### src/rtl/seg_seq_pkg.sv
package seg_seq_pkg;
    typedef enum logic [2:0] {
        ST_IDLE,
        ST_PROBE,
        ST_PROBE_HI,
        ST_ACCESS,
        ST_ZERO,
        ST_DONE
    } seq_state_e;

    localparam logic [1:0] KIND_PROBE  = 2'd0;
    localparam logic [1:0] KIND_ACCESS = 2'd1;
    localparam logic [1:0] KIND_ZERO   = 2'd2;

    localparam logic MODE_UNIT    = 1'b0;
    localparam logic MODE_STRIDED = 1'b1;
endpackage

### src/rtl/seg_page_split.sv
module seg_page_split #(
    parameter int AW         = 32,
    parameter int PAGE_BITS  = 12
) (
    input  logic [AW-1:0] addr,
    input  logic [AW-1:0] len,
    output logic          crosses,
    output logic [AW-1:0] first_len,
    output logic [AW-1:0] rest_addr,
    output logic [AW-1:0] rest_len
);
    localparam logic [AW-1:0] PAGE_SIZE = AW'(1) << PAGE_BITS;

    logic [AW-1:0] room;

    always_comb begin
        room      = PAGE_SIZE - AW'(addr[PAGE_BITS-1:0]);
        crosses   = len > room;
        first_len = crosses ? room : len;
        rest_addr = addr + room;
        rest_len  = len - room;
    end
endmodule

### src/rtl/seg_mask_tap.sv
module seg_mask_tap #(
    parameter int MP_W = 15,
    parameter int ML_W = 7
) (
    input  logic            clk,
    input  logic            rst_n,
    input  logic            clr,
    input  logic            adv,
    input  logic [ML_W-1:0] step,
    output logic [MP_W-1:0] pos
);
    always_ff @(posedge clk or negedge rst_n) begin
        if (!rst_n) begin
            pos <= '0;
        end else if (clr) begin
            pos <= '0;
        end else if (adv) begin
            pos <= pos + MP_W'(step);
        end
    end
endmodule

### src/rtl/seg_stride_seq.sv
module seg_stride_seq
    import seg_seq_pkg::*;
#(
    parameter int AW        = 32,
    parameter int VL_W      = 8,
    parameter int NF_W      = 4,
    parameter int SZ_W      = 4,
    parameter int ML_W      = 7,
    parameter int PAGE_BITS = 12
) (
    input  logic                 clk,
    input  logic                 rst_n,
    input  logic                 start,
    input  logic [AW-1:0]        cmd_base,
    input  logic [AW-1:0]        cmd_stride,
    input  logic [VL_W-1:0]      cmd_vl,
    input  logic [NF_W-1:0]      cmd_nf,
    input  logic [SZ_W-1:0]      cmd_esz,
    input  logic [SZ_W-1:0]      cmd_msz,
    input  logic [VL_W-1:0]      cmd_vlmax,
    input  logic                 cmd_vm,
    input  logic [ML_W-1:0]      cmd_mlen,
    input  logic                 cmd_load,
    input  logic                 cmd_mode,
    output logic [VL_W+ML_W-1:0] mask_pos,
    input  logic                 mask_bit,
    output logic                 req_valid,
    input  logic                 req_ready,
    output logic [1:0]           req_kind,
    output logic [AW-1:0]        req_addr,
    output logic [AW-1:0]        req_size,
    output logic [VL_W+NF_W-1:0] req_idx,
    input  logic                 req_fault,
    output logic                 busy,
    output logic                 done,
    output logic                 fault,
    output logic [AW-1:0]        fault_addr
);
    localparam int IDX_W = VL_W + NF_W;
    localparam int MP_W  = VL_W + ML_W;
    localparam int GRP_W = NF_W + SZ_W;
    localparam logic [AW:0] PAGE_SPAN = (AW+1)'(1) << PAGE_BITS;

    seq_state_e state, nxt_state;

    // latched command
    logic [AW-1:0]    base_r, stride_r;
    logic [VL_W-1:0]  vl_r, vlmax_r;
    logic [NF_W-1:0]  nf_r;
    logic [SZ_W-1:0]  esz_r, msz_r;
    logic [ML_W-1:0]  mlen_r;
    logic             vm_r, ld_r, us_r;
    // walk state
    logic [VL_W-1:0]  i_r, j_r;
    logic [NF_W-1:0]  k_r;
    logic [AW-1:0]    elem_addr, fld_addr;
    logic [IDX_W-1:0] kb_r;
    logic             fault_r;
    logic [AW-1:0]    fault_addr_r;

    // control strobes
    logic do_load, do_walk_init, do_adv_elem, do_adv_field;
    logic do_zero_init, do_zfield, do_zstep, do_fault;

    logic             active, fire, last_field;
    logic [GRP_W-1:0] grp_bytes;
    logic [AW-1:0]    probe_len, first_len, rest_addr, rest_len;
    logic             crosses;

    assign active     = vm_r | mask_bit;
    assign fire       = req_valid & req_ready;
    assign last_field = (k_r == nf_r - NF_W'(1));
    assign grp_bytes  = GRP_W'(nf_r) * GRP_W'(msz_r);
    assign probe_len  = us_r ? AW'(vl_r) * AW'(grp_bytes) : AW'(grp_bytes);

    seg_page_split #(.AW(AW), .PAGE_BITS(PAGE_BITS)) u_split (
        .addr      (elem_addr),
        .len       (probe_len),
        .crosses   (crosses),
        .first_len (first_len),
        .rest_addr (rest_addr),
        .rest_len  (rest_len)
    );

    seg_mask_tap #(.MP_W(MP_W), .ML_W(ML_W)) u_mask (
        .clk   (clk),
        .rst_n (rst_n),
        .clr   (do_load | do_walk_init),
        .adv   (do_adv_elem),
        .step  (mlen_r),
        .pos   (mask_pos)
    );

    // state and datapath registers
    always_ff @(posedge clk or negedge rst_n) begin
        if (!rst_n) begin
            state        <= ST_IDLE;
            base_r       <= '0;
            stride_r     <= '0;
            vl_r         <= '0;
            vlmax_r      <= '0;
            nf_r         <= '0;
            esz_r        <= '0;
            msz_r        <= '0;
            mlen_r       <= '0;
            vm_r         <= 1'b0;
            ld_r         <= 1'b0;
            us_r         <= 1'b0;
            i_r          <= '0;
            j_r          <= '0;
            k_r          <= '0;
            elem_addr    <= '0;
            fld_addr     <= '0;
            kb_r         <= '0;
            fault_r      <= 1'b0;
            fault_addr_r <= '0;
        end else begin
            state <= nxt_state;
            if (do_load) begin
                base_r    <= cmd_base;
                stride_r  <= (cmd_mode == MODE_UNIT) ? AW'(GRP_W'(cmd_nf) * GRP_W'(cmd_msz)) : cmd_stride;
                vl_r      <= cmd_vl;
                vlmax_r   <= cmd_vlmax;
                nf_r      <= cmd_nf;
                esz_r     <= cmd_esz;
                msz_r     <= cmd_msz;
                mlen_r    <= cmd_mlen;
                vm_r      <= cmd_vm;
                ld_r      <= cmd_load;
                us_r      <= (cmd_mode == MODE_UNIT) && cmd_vm;
                i_r       <= '0;
                k_r       <= '0;
                elem_addr <= cmd_base;
                fld_addr  <= cmd_base;
                kb_r      <= '0;
                fault_r   <= 1'b0;
            end
            if (do_walk_init) begin
                i_r       <= '0;
                k_r       <= '0;
                elem_addr <= base_r;
                fld_addr  <= base_r;
                kb_r      <= '0;
            end
            if (do_adv_elem) begin
                i_r       <= i_r + VL_W'(1);
                k_r       <= '0;
                elem_addr <= elem_addr + stride_r;
                fld_addr  <= elem_addr + stride_r;
                kb_r      <= '0;
            end
            if (do_adv_field) begin
                k_r      <= k_r + NF_W'(1);
                fld_addr <= fld_addr + AW'(msz_r);
                kb_r     <= kb_r + IDX_W'(vlmax_r);
            end
            if (do_zero_init) begin
                k_r  <= '0;
                j_r  <= vl_r;
                kb_r <= '0;
            end
            if (do_zfield) begin
                k_r  <= k_r + NF_W'(1);
                j_r  <= vl_r;
                kb_r <= kb_r + IDX_W'(vlmax_r);
            end
            if (do_zstep) begin
                j_r <= j_r + VL_W'(1);
            end
            if (do_fault) begin
                fault_r      <= 1'b1;
                fault_addr_r <= req_addr;
            end
        end
    end

    // request outputs
    always_comb begin
        req_valid = 1'b0;
        req_kind  = KIND_PROBE;
        req_addr  = '0;
        req_size  = '0;
        req_idx   = '0;
        unique case (state)
            ST_PROBE: begin
                if (us_r ? (vl_r != '0) : ((i_r != vl_r) && active)) begin
                    req_valid = 1'b1;
                    req_addr  = elem_addr;
                    req_size  = first_len;
                end
            end
            ST_PROBE_HI: begin
                req_valid = 1'b1;
                req_addr  = rest_addr;
                req_size  = rest_len;
            end
            ST_ACCESS: begin
                if ((i_r != vl_r) && active) begin
                    req_valid = 1'b1;
                    req_kind  = KIND_ACCESS;
                    req_addr  = fld_addr;
                    req_size  = AW'(msz_r);
                    req_idx   = kb_r + IDX_W'(i_r);
                end
            end
            ST_ZERO: begin
                if (j_r < vlmax_r) begin
                    req_valid = 1'b1;
                    req_kind  = KIND_ZERO;
                    req_size  = AW'(esz_r);
                    req_idx   = kb_r + IDX_W'(j_r);
                end
            end
            default: ;
        endcase
        busy       = (state != ST_IDLE);
        done       = (state == ST_DONE);
        fault      = fault_r;
        fault_addr = fault_addr_r;
    end

    // next state and walk control
    always_comb begin
        nxt_state    = state;
        do_load      = 1'b0;
        do_walk_init = 1'b0;
        do_adv_elem  = 1'b0;
        do_adv_field = 1'b0;
        do_zero_init = 1'b0;
        do_zfield    = 1'b0;
        do_zstep     = 1'b0;
        do_fault     = 1'b0;
        unique case (state)
            ST_IDLE: begin
                if (start) begin
                    do_load   = 1'b1;
                    nxt_state = ST_PROBE;
                end
            end
            ST_PROBE: begin
                if (us_r ? (vl_r == '0) : (i_r == vl_r)) begin
                    do_walk_init = 1'b1;
                    nxt_state    = ST_ACCESS;
                end else if (!us_r && !active) begin
                    do_adv_elem = 1'b1;
                end else if (fire) begin
                    if (req_fault) begin
                        do_fault  = 1'b1;
                        nxt_state = ST_DONE;
                    end else if (crosses) begin
                        nxt_state = ST_PROBE_HI;
                    end else if (us_r) begin
                        do_walk_init = 1'b1;
                        nxt_state    = ST_ACCESS;
                    end else begin
                        do_adv_elem = 1'b1;
                    end
                end
            end
            ST_PROBE_HI: begin
                if (fire) begin
                    if (req_fault) begin
                        do_fault  = 1'b1;
                        nxt_state = ST_DONE;
                    end else if (us_r) begin
                        do_walk_init = 1'b1;
                        nxt_state    = ST_ACCESS;
                    end else begin
                        do_adv_elem = 1'b1;
                        nxt_state   = ST_PROBE;
                    end
                end
            end
            ST_ACCESS: begin
                if (i_r == vl_r) begin
                    if (ld_r) begin
                        do_zero_init = 1'b1;
                        nxt_state    = ST_ZERO;
                    end else begin
                        nxt_state = ST_DONE;
                    end
                end else if (!active) begin
                    do_adv_elem = 1'b1;
                end else if (fire) begin
                    if (last_field) do_adv_elem = 1'b1;
                    else            do_adv_field = 1'b1;
                end
            end
            ST_ZERO: begin
                if (j_r >= vlmax_r) begin
                    if (last_field) nxt_state = ST_DONE;
                    else            do_zfield = 1'b1;
                end else if (fire) begin
                    do_zstep = 1'b1;
                end
            end
            ST_DONE: nxt_state = ST_IDLE;
            default: nxt_state = ST_IDLE;
        endcase
    end

    // a stalled request is held unchanged
    assert_hold_stall_R10: assert property (@(posedge clk) disable iff (!rst_n)
        (req_valid && !req_ready) |=> (req_valid && $stable(req_kind) && $stable(req_addr)
                                       && $stable(req_size) && $stable(req_idx)));

    // no probe request spans a page edge
    assert_probe_in_page_R7: assert property (@(posedge clk) disable iff (!rst_n)
        (req_valid && req_kind == KIND_PROBE) |->
            ((AW+1)'(req_addr[PAGE_BITS-1:0]) + (AW+1)'(req_size) <= PAGE_SPAN));

    // nothing is requested once a probe has faulted
    assert_quiet_after_fault_R9: assert property (@(posedge clk) disable iff (!rst_n)
        fault |-> !req_valid);

    // tail zeroing belongs to loads only
    assert_zero_only_load_R8: assert property (@(posedge clk) disable iff (!rst_n)
        (req_valid && req_kind == KIND_ZERO) |-> ld_r);

    // register index stays inside the nf*vlmax span
    assert_idx_in_group_R4: assert property (@(posedge clk) disable iff (!rst_n)
        (req_valid && req_kind != KIND_PROBE) |->
            ((IDX_W+1)'(req_idx) < (IDX_W+1)'(nf_r) * (IDX_W+1)'(vlmax_r)));

    // done is a lone pulse followed by idle
    assert_done_pulse_R11: assert property (@(posedge clk) disable iff (!rst_n)
        done |=> (!done && !busy));
endmodule

### config.mk
export PLATFORM = sky130hd
export DESIGN_NAME = seg_stride_seq
export DESIGN_NICKNAME = d
export VERILOG_FILES = /design/src/rtl/seg_seq_pkg.sv /design/src/rtl/seg_page_split.sv /design/src/rtl/seg_mask_tap.sv /design/src/rtl/seg_stride_seq.sv
export SDC_FILE = /design/constraint.sdc
export NUM_CORES = 1
export LEC_CHECK = 0
export ABC_AREA = 1
export BUFFER_PORTS_ARGS = -buffer_cell sky130_fd_sc_hd__buf_2
export CAP_MARGIN = 10
export CORE_MARGIN = 1.5
export CORE_UTILIZATION = 66
export CTS_CLUSTER_DIAMETER = 100
export DETAILED_ROUTE_END_ITERATION = 8
export HOLD_SLACK_MARGIN = 0.12
export MAX_ROUTING_LAYER = met4
export PLACE_DENSITY = 0.95
export SETUP_SLACK_MARGIN = 0.1
export SKIP_LAST_GASP = 1
export SYNTH_ARGS = -nofsm -noshare
export SYNTH_HDL_FRONTEND = slang
export SYNTH_HIERARCHICAL = 1
export SYNTH_SLANG_ARGS = --single-unit
### constraint.sdc
create_clock -name clk -period 16.31 [get_ports clk]
set_clock_uncertainty 0.05 [all_clocks]
set_input_delay 3.262 -clock clk [delete_from_list [all_inputs] [get_ports clk]]
set_output_delay 3.262 -clock clk [all_outputs]
set_load 0.01 [all_outputs]
==> run summary, run 1 <==
Seq/Total Area, Yosys: 0.2725
post-CTS sizing: 0
Ports: 237
delay-heaviest family, CP: adder cells
DR DRC count: 0
Clock Root Buffer: clkbuf_16
P_int: 0.002640 W
footprint of the multi-input gates: 14470 um2
Slew @ Worst Pin: 1.161 ns
crit-path most repeated cell: inv_1
number of synthesis warnings: 6
Slew HR: 0.2247
Worst setup endpoint: req_size[1]
clock buffer depth: 3
max incr delay on CP: 0.56 ns
Die Height: 189.1 um
Max Cap Viol: 0
Crit Path Max Fanout: 14
TritonRoute pass-1 iters: 7
area delta synth->final: 10.98%
GP Congestion: 1.051
std cell rows: 67
count of cell types in the netlist: 62
fin nets: 3941
post-route antenna net violation count: 0
Reg2Reg Launch Point: msz_r[3]$_DFFE_PN0P_
Leakage: 14.17 nW
reg2reg end: fld_addr[18]$_DFFE_PN0P_
vias in the first global route: 22.09k
Worst EP arrival: 9.35 ns
Synth async-reset ratio: 1.000
Post-synth EDFFs: 0
largest net degree at the start of global routing: 126
DRT iter0 DRCs: 2833
Vias/cell: 5.792
Mapped Avg Cell Area: 6.759 um2
critical path depth: 44
Achievable Freq: 78.97 MHz
Net Sw Frac: 0.5571
final setup violation count: 0
FILL cells: 2728
Hold-fix buffers, CTS: 0
setup_tns: 0 ns
sw power: 0.003321 W
total grt overflow: 0
port buffer count: 236
critical path startpoint: msz_r[3]$_DFFE_PN0P_
worst endpoint required time: 13.00 ns
Reg clk slew, reported paths: 0.06 ns
Worst Reg-to-Reg Cells: 49
Yosys top cell area share: 0.2725
setup bufs post-CTS: 0
Sink Count: 249
worst min path class: reg -> reg
status: finished clean
synthesized cell area: 22870 um2
initial antenna violation count: 2
final wirelength: 71490 um
Synth Flop Type: dfrtp_1
hpwl dp: 54800 um
Power per Cell Area: 234.9 nW/um2
CTS tree: built
final hold vios: 0
minimum clock period: 12.66 ns
CP bufs+invs: 9
Yosys top cell by area: dfrtp_1
worst vdd ir: 0.1901 mV
H-tree depth: 1
ranking of synthesized cells by area: dfrtp_1 27%, nand2_1 18%, ha_1 9.0%, inv_1 7.9%, nand3_1 4.5%
share of cells above drive strength 1: 0.1014
Final Max Slew Viols: 0
CTS Buf Count: 29
Post-Synthesis Cells: 3383
WL/cell: 17.48 um
final hold slack: 0.4200 ns
fin crit share: 0.7764
standard cell core area: 33780 um2
Worst-Skew Late Latency: 0.57 ns
clock group share of total power: 0.110
Initial Util: 0.6769
register area: 6231 um2
critical path class: reg -> out
first-pass GRT wire length: 113900 um
Critical Path Slowest Stage Cell: fa_1
die area: 35770 um2
via count: 23.69k
Flop pwr share: 0.204
r2r setup slk: 5.66 ns
Setup crit start kind: flip-flop
Die X: 189.1 um
Seq cells post-synth: 249
Comb power frac: 0.687
Crit. End Element: output port
RSZ-0062 raised after global routing: no
Tot GR Track Use: 0.4119
cell usage after synthesis (all sizes together), types with 3 or more instances:
master   instances
nand2         1086
inv            497
nor2           255
dfrtp          249
o21ai          220
nand3          214
ha             164
a21oi          107
xor2            87
buf             58
clkbuf          55
nor3            52
fa              51
o211ai          40
xnor2           37
a22o            31
nand4           30
o21bai          24
o221ai          23
o22ai           15
or2             14
nor4            13
nand3b          10
a21o             9
a31oi            9
o31ai            6
a21boi           4
clkinv           4
a221oi           3
o2111ai          3
o21a             3
layout make-up:
type / instances / share of cell area
clock inverter: 12 / 0.005078
sequential: 249 / 0.2455
tap: 448 / 0.02209
multi-input combinational: 2588 / 0.5702
inverter: 501 / 0.07420
clock buffer: 40 / 0.03180
timing repair buffer: 249 / 0.05078
antenna: 3 / 0.0002958
worst min-delay path by stage:
stage / from / to / slack (ns) / cells past startpoint
2_1_floorplan: base_r[29]$_DFFE_PN0P_ / base_r[29]$_DFFE_PN0P_ / 0.39 / 2
3_3_place_gp: fault_addr[15]$_DFFE_PN0P_ / fault_addr[15]$_DFFE_PN0P_ / 0.41 / 2
3_5_place_dp: fault_addr[29]$_DFFE_PN0P_ / fault_addr[29]$_DFFE_PN0P_ / 0.41 / 2
4_1_cts: vm_r$_DFFE_PN0P_ / vm_r$_DFFE_PN0P_ / 0.42 / 2
5_1_grt: fault_addr[26]$_DFFE_PN0P_ / fault_addr[26]$_DFFE_PN0P_ / 0.44 / 2
6_report: fault_addr[26]$_DFFE_PN0P_ / fault_addr[26]$_DFFE_PN0P_ / 0.42 / 2
routing by layer:
metal  up-vias  track usage  part of all wire  routed length, um
met2      1398       0.6082              0.42              30280
met5         -            -                 0                  0
met4         0       0.1471             0.041               2926
li1      11239            -                 -                  -
met3       232      0.09120              0.13               9204
met1     10819       0.5577              0.41              29080
placed cells by master, fill, tap and decap left out, drive strengths merged, types with 4 or more instances in the layout:
master / count
nand3: 214
ha: 164
o22ai: 15
o211ai: 40
fa: 51
o21ai: 220
dfrtp: 249
inv: 499
o221ai: 23
nor3: 52
nand3b: 10
a21o: 9
xor2: 87
conb: 70
buf: 249
a22o: 31
clkbuf: 40
a31oi: 9
a21boi: 4
nand4: 30
xnor2: 37
clkinv: 10
o21bai: 24
nand2: 1086
nor4: 13
or2: 14
o31ai: 6
a21oi: 107
nor2: 255
power by group through the flow:
stage | clock [W] | sequential [W] | combinational, W
after floorplan | 0 | 0.00110 | 0.00289
after global placement | 0 | 0.00119 | 0.00388
after detailed placement | 0 | 0.00120 | 0.00396
after CTS | 0.000656 | 0.00120 | 0.00399
after global routing | 0.000680 | 0.00124 | 0.00454
final | 0.000653 | 0.00121 | 0.00409
registers in the layout, summed over array words and instances (netlist names), 12 cells and up:
name        flops
base_r         32
elem_addr      32
fault_addr     32
fld_addr       32
kb_r           12
stride_r       32
u_mask/pos     15
logic make-up (layout without fill, tap and decap cells):
logic type                 Yosys count  after routing  share of synthesized area
DFF                                249            249                     0.2725
and+or+nand+nor                   1677           1677                     0.3066
AOI/OAI and AO/OA                  502            502                     0.1326
other                                2             73                  0.0003284
buffers and inverters              614            802                     0.1061
adders and majority gates          215            215                     0.1344
xor gates and xnor gates           124            124                    0.04749
per-stage QoR:
step	std cells	total power, W	setup WS, ns	util	area (um2)
6_report	4090	0.005960	3.646	0.7512	25380
5_1_grt	4089	0.006462	3.143	0.7511	25380
4_1_cts	4087	0.005848	3.781	0.7510	25370
3_3_place_gp	4035	0.005069	4.527	0.7233	24430
3_5_place_dp	4035	0.005160	4.388	0.7233	24430
2_1_floorplan	3451	0.003990	5.142	-	23120
worst register-to-register path: cells and delay by family (launching register included):
kind	cells	cell delay (ns)
AO/OA/AOI/OAI	12	2.26
adder cells (fa/ha/maj)	9	4.12
buffers and inverters	11	1.47
flip-flops	1	0.46
AND/OR/NAND/NOR	17	2.15
Power figures use the tool's default switching activity.
==> inputs of run 2 (changes only) <==
CORE_UTILIZATION = 61   (was 66)
PLACE_DENSITY = 0.9   (was 0.95)
clock period = 12.05 ns   (was 16.31 ns; I/O delays follow)
==> run summary, run 2 (synthesis gave the netlist of run 1 again) <==
RSZ-0062 raised after global routing: yes
Max Cap Viol: 0 (unchanged)
crit-path most repeated cell: inv_1
Die X: 196.6 um (+4.0%)
Total Power: 0.008138 W (+37%)
Reg clk slew, reported paths: 0.06 ns (about the same)
final hold slack: 0.4231 ns (+0.003068 ns)
post-route antenna net violation count: 0 (unchanged)
Die Height: 196.6 um (+4.0%)
vias in the first global route: 21.79k (-1.3%)
critical path depth: 43 (-2.3%)
Leakage: 14.23 nW (+0.43%)
TritonRoute pass-1 iters: 8 (+1)
delay-heaviest family, CP: adder cells
Slew HR: 0.2046 (-0.02010)
largest net degree at the start of global routing: 127 (+0.79%)
initial antenna violation count: 4 (+2)
Initial Util: 0.6216 (-0.05523)
final wirelength: 72070 um (+0.82%)
Final Core Density: 0.6950 (-0.05616)
Critical Path Slowest Stage Cell: fa_1
via count: 23.65k (-0.16%)
area delta synth->final: 11.81%
DR DRC count: 0 (unchanged)
Reg2Reg Launch Point: nf_r[0]$_DFFE_PN0P_
Worst Reg-to-Reg Cells: 49 (unchanged)
minimum clock period: 11.58 ns
Sink Count: 249 (unchanged)
Hold-fix buffers, CTS: 0 (unchanged)
fin crit share: 0.9614
Comb power frac: 0.684 (-0.003)
critical path class: reg -> out
Worst EP arrival: 9.12 ns (-0.23 ns)
Tot GR Track Use: 0.3819 (-0.02997)
commonest non-fill, non-tap cell in the layout: nand2_1
Setup WS pre-CTS: 0.8815 ns (-3.506 ns)
worst min path class: reg -> reg
r2r setup slk: 1.59 ns (-4.07 ns)
Hold EP: esz_r[0]$_DFFE_PN0P_
CP bufs+invs: 10 (+1)
max incr delay on CP: 0.55 ns (about the same)
Vias/cell: 5.749 (-0.74%)
hpwl dp: 55220 um (+0.76%)
final setup violation count: 0 (unchanged)
reg2reg end: elem_addr[19]$_DFFE_PN0P_
port buffer count: 236 (unchanged)
H-tree depth: 1 (unchanged)
Crit Path Max Fanout: 7 (-7)
die area: 38660 um2 (+8.1%)
final hold vios: 0 (unchanged)
Min-Delay Path Depth: 2 (unchanged)
status: finished clean
std cell rows: 70 (+4.5%)
worst vdd ir: 0.2213 mV (+16%)
setup_tns: 0 ns (unchanged)
DRT iter0 DRCs: 2565 (-9.5%)
clock group share of total power: 0.115 (+0.005)
CTS tree: built
standard cell core area: 36790 um2 (+8.9%)
Worst-Skew Late Latency: 0.58 ns (about the same)
WL/cell: 17.52 um (+0.23%)
Power per Cell Area: 318.3 nW/um2 (+36%)
most frequent cells in the layout: 1074 x nand2_1, 482 x inv_1, 245 x dfrtp_1
sw power: 0.004478 W (+35%)
Slew @ Worst Pin: 1.186 ns (+0.02452 ns)
share of cells above drive strength 1: 0.1068 (+0.005379)
Final Max Slew Viols: 0 (unchanged)
GP Congestion: 1.038 (-1.2%)
worst endpoint required time: 9.59 ns (-3.41 ns)
clock buffer depth: 3 (unchanged)
Achievable Freq: 86.32 MHz
first-pass GRT wire length: 113500 um (-0.33%)
CTS Buf Count: 28 (-3.4%)
Flop pwr share: 0.202 (-0.002)
Clock Root Buffer: clkbuf_16
total grt overflow: 0 (unchanged)
Net Sw Frac: 0.5503 (-0.006762)
Setup crit start kind: flip-flop
hold_sp: esz_r[0]$_DFFE_PN0P_
Crit. End Element: output port
P_int: 0.003659 W (+39%)
Ports: 237 (unchanged)
fin worst setup slack: 0.4657 ns (-3.181 ns)
fin nets: 3944 (+0.076%)
## run 2: how the worst max path moves through the flow
| stage | start | to | slack (ns) |
|---|---|---|---|
| 6_report | nf_r[0]$_DFFE_PN0P_ | req_size[5] | 0.47 |
| 2_1_floorplan | nf_r[2]$_DFFE_PN0P_ | req_size[5] | 1.73 |
| 4_1_cts | msz_r[3]$_DFFE_PN0P_ | req_size[1] | 0.25 |
| 5_1_grt | nf_r[1]$_DFFE_PN0P_ | req_size[1] | 0.04 |
| 3_5_place_dp | msz_r[3]$_DFFE_PN0P_ | req_size[1] | 0.88 |
| 3_3_place_gp | msz_r[3]$_DFFE_PN0P_ | req_size[1] | 1.05 |
## run 2: layout make-up
class	instances	area, um2
Fill cell	3123	11220
Clock inverter	16	230.2
Clock buffer	36	770.7
Tap cell	468	585.6
Inverter	501	1883
Sequential cell	249	6236
Timing Repair Buffer	253	1331
Antenna cell	3	7.507
Multi-Input combinational cell	2588	14520
## run 2: per-layer routing
metal | part of all wire | vias up | track usage
li1 | - | 11253 | -
met2 | 0.43 | 1315 | 0.5615
met5 | 0 | - | -
met4 | 0.039 | 0 | 0.1309
met1 | 0.42 | 10895 | 0.5226
met3 | 0.12 | 188 | 0.08299
## run 2: stage by stage
step | instance area (um2) | cells
2_1_floorplan | 23120 | 3451
6_report | 25570 | 4114
3_3_place_gp | 24460 | 4053
5_1_grt | 25570 | 4114
3_5_place_dp | 24460 | 4053
4_1_cts | 25460 | 4105
## run 2: what timing repair did
item	in CTS	in global routing
buffers inserted	0	6
resized for setup	0	18
setup endpoints to repair	0	32
## run 2: power by group through the flow
| stage | Combinational [W] | Sequential (W) | Clock, W |
|---|---|---|---|
| final | 0.00556 | 0.00164 | 0.000935 |
| after global routing | 0.00619 | 0.00168 | 0.000972 |
| after CTS | 0.00538 | 0.00162 | 0.000943 |
| after detailed placement | 0.00534 | 0.00163 | 0 |
| after global placement | 0.00522 | 0.00162 | 0 |
| after floorplan | 0.00391 | 0.00149 | 0 |
## run 2: worst min-delay path, stage by stage, from the launching register on
cell and delay (ns):
dfrtp_1 0.34, nand2_1 0.05, nand2_1 0.05
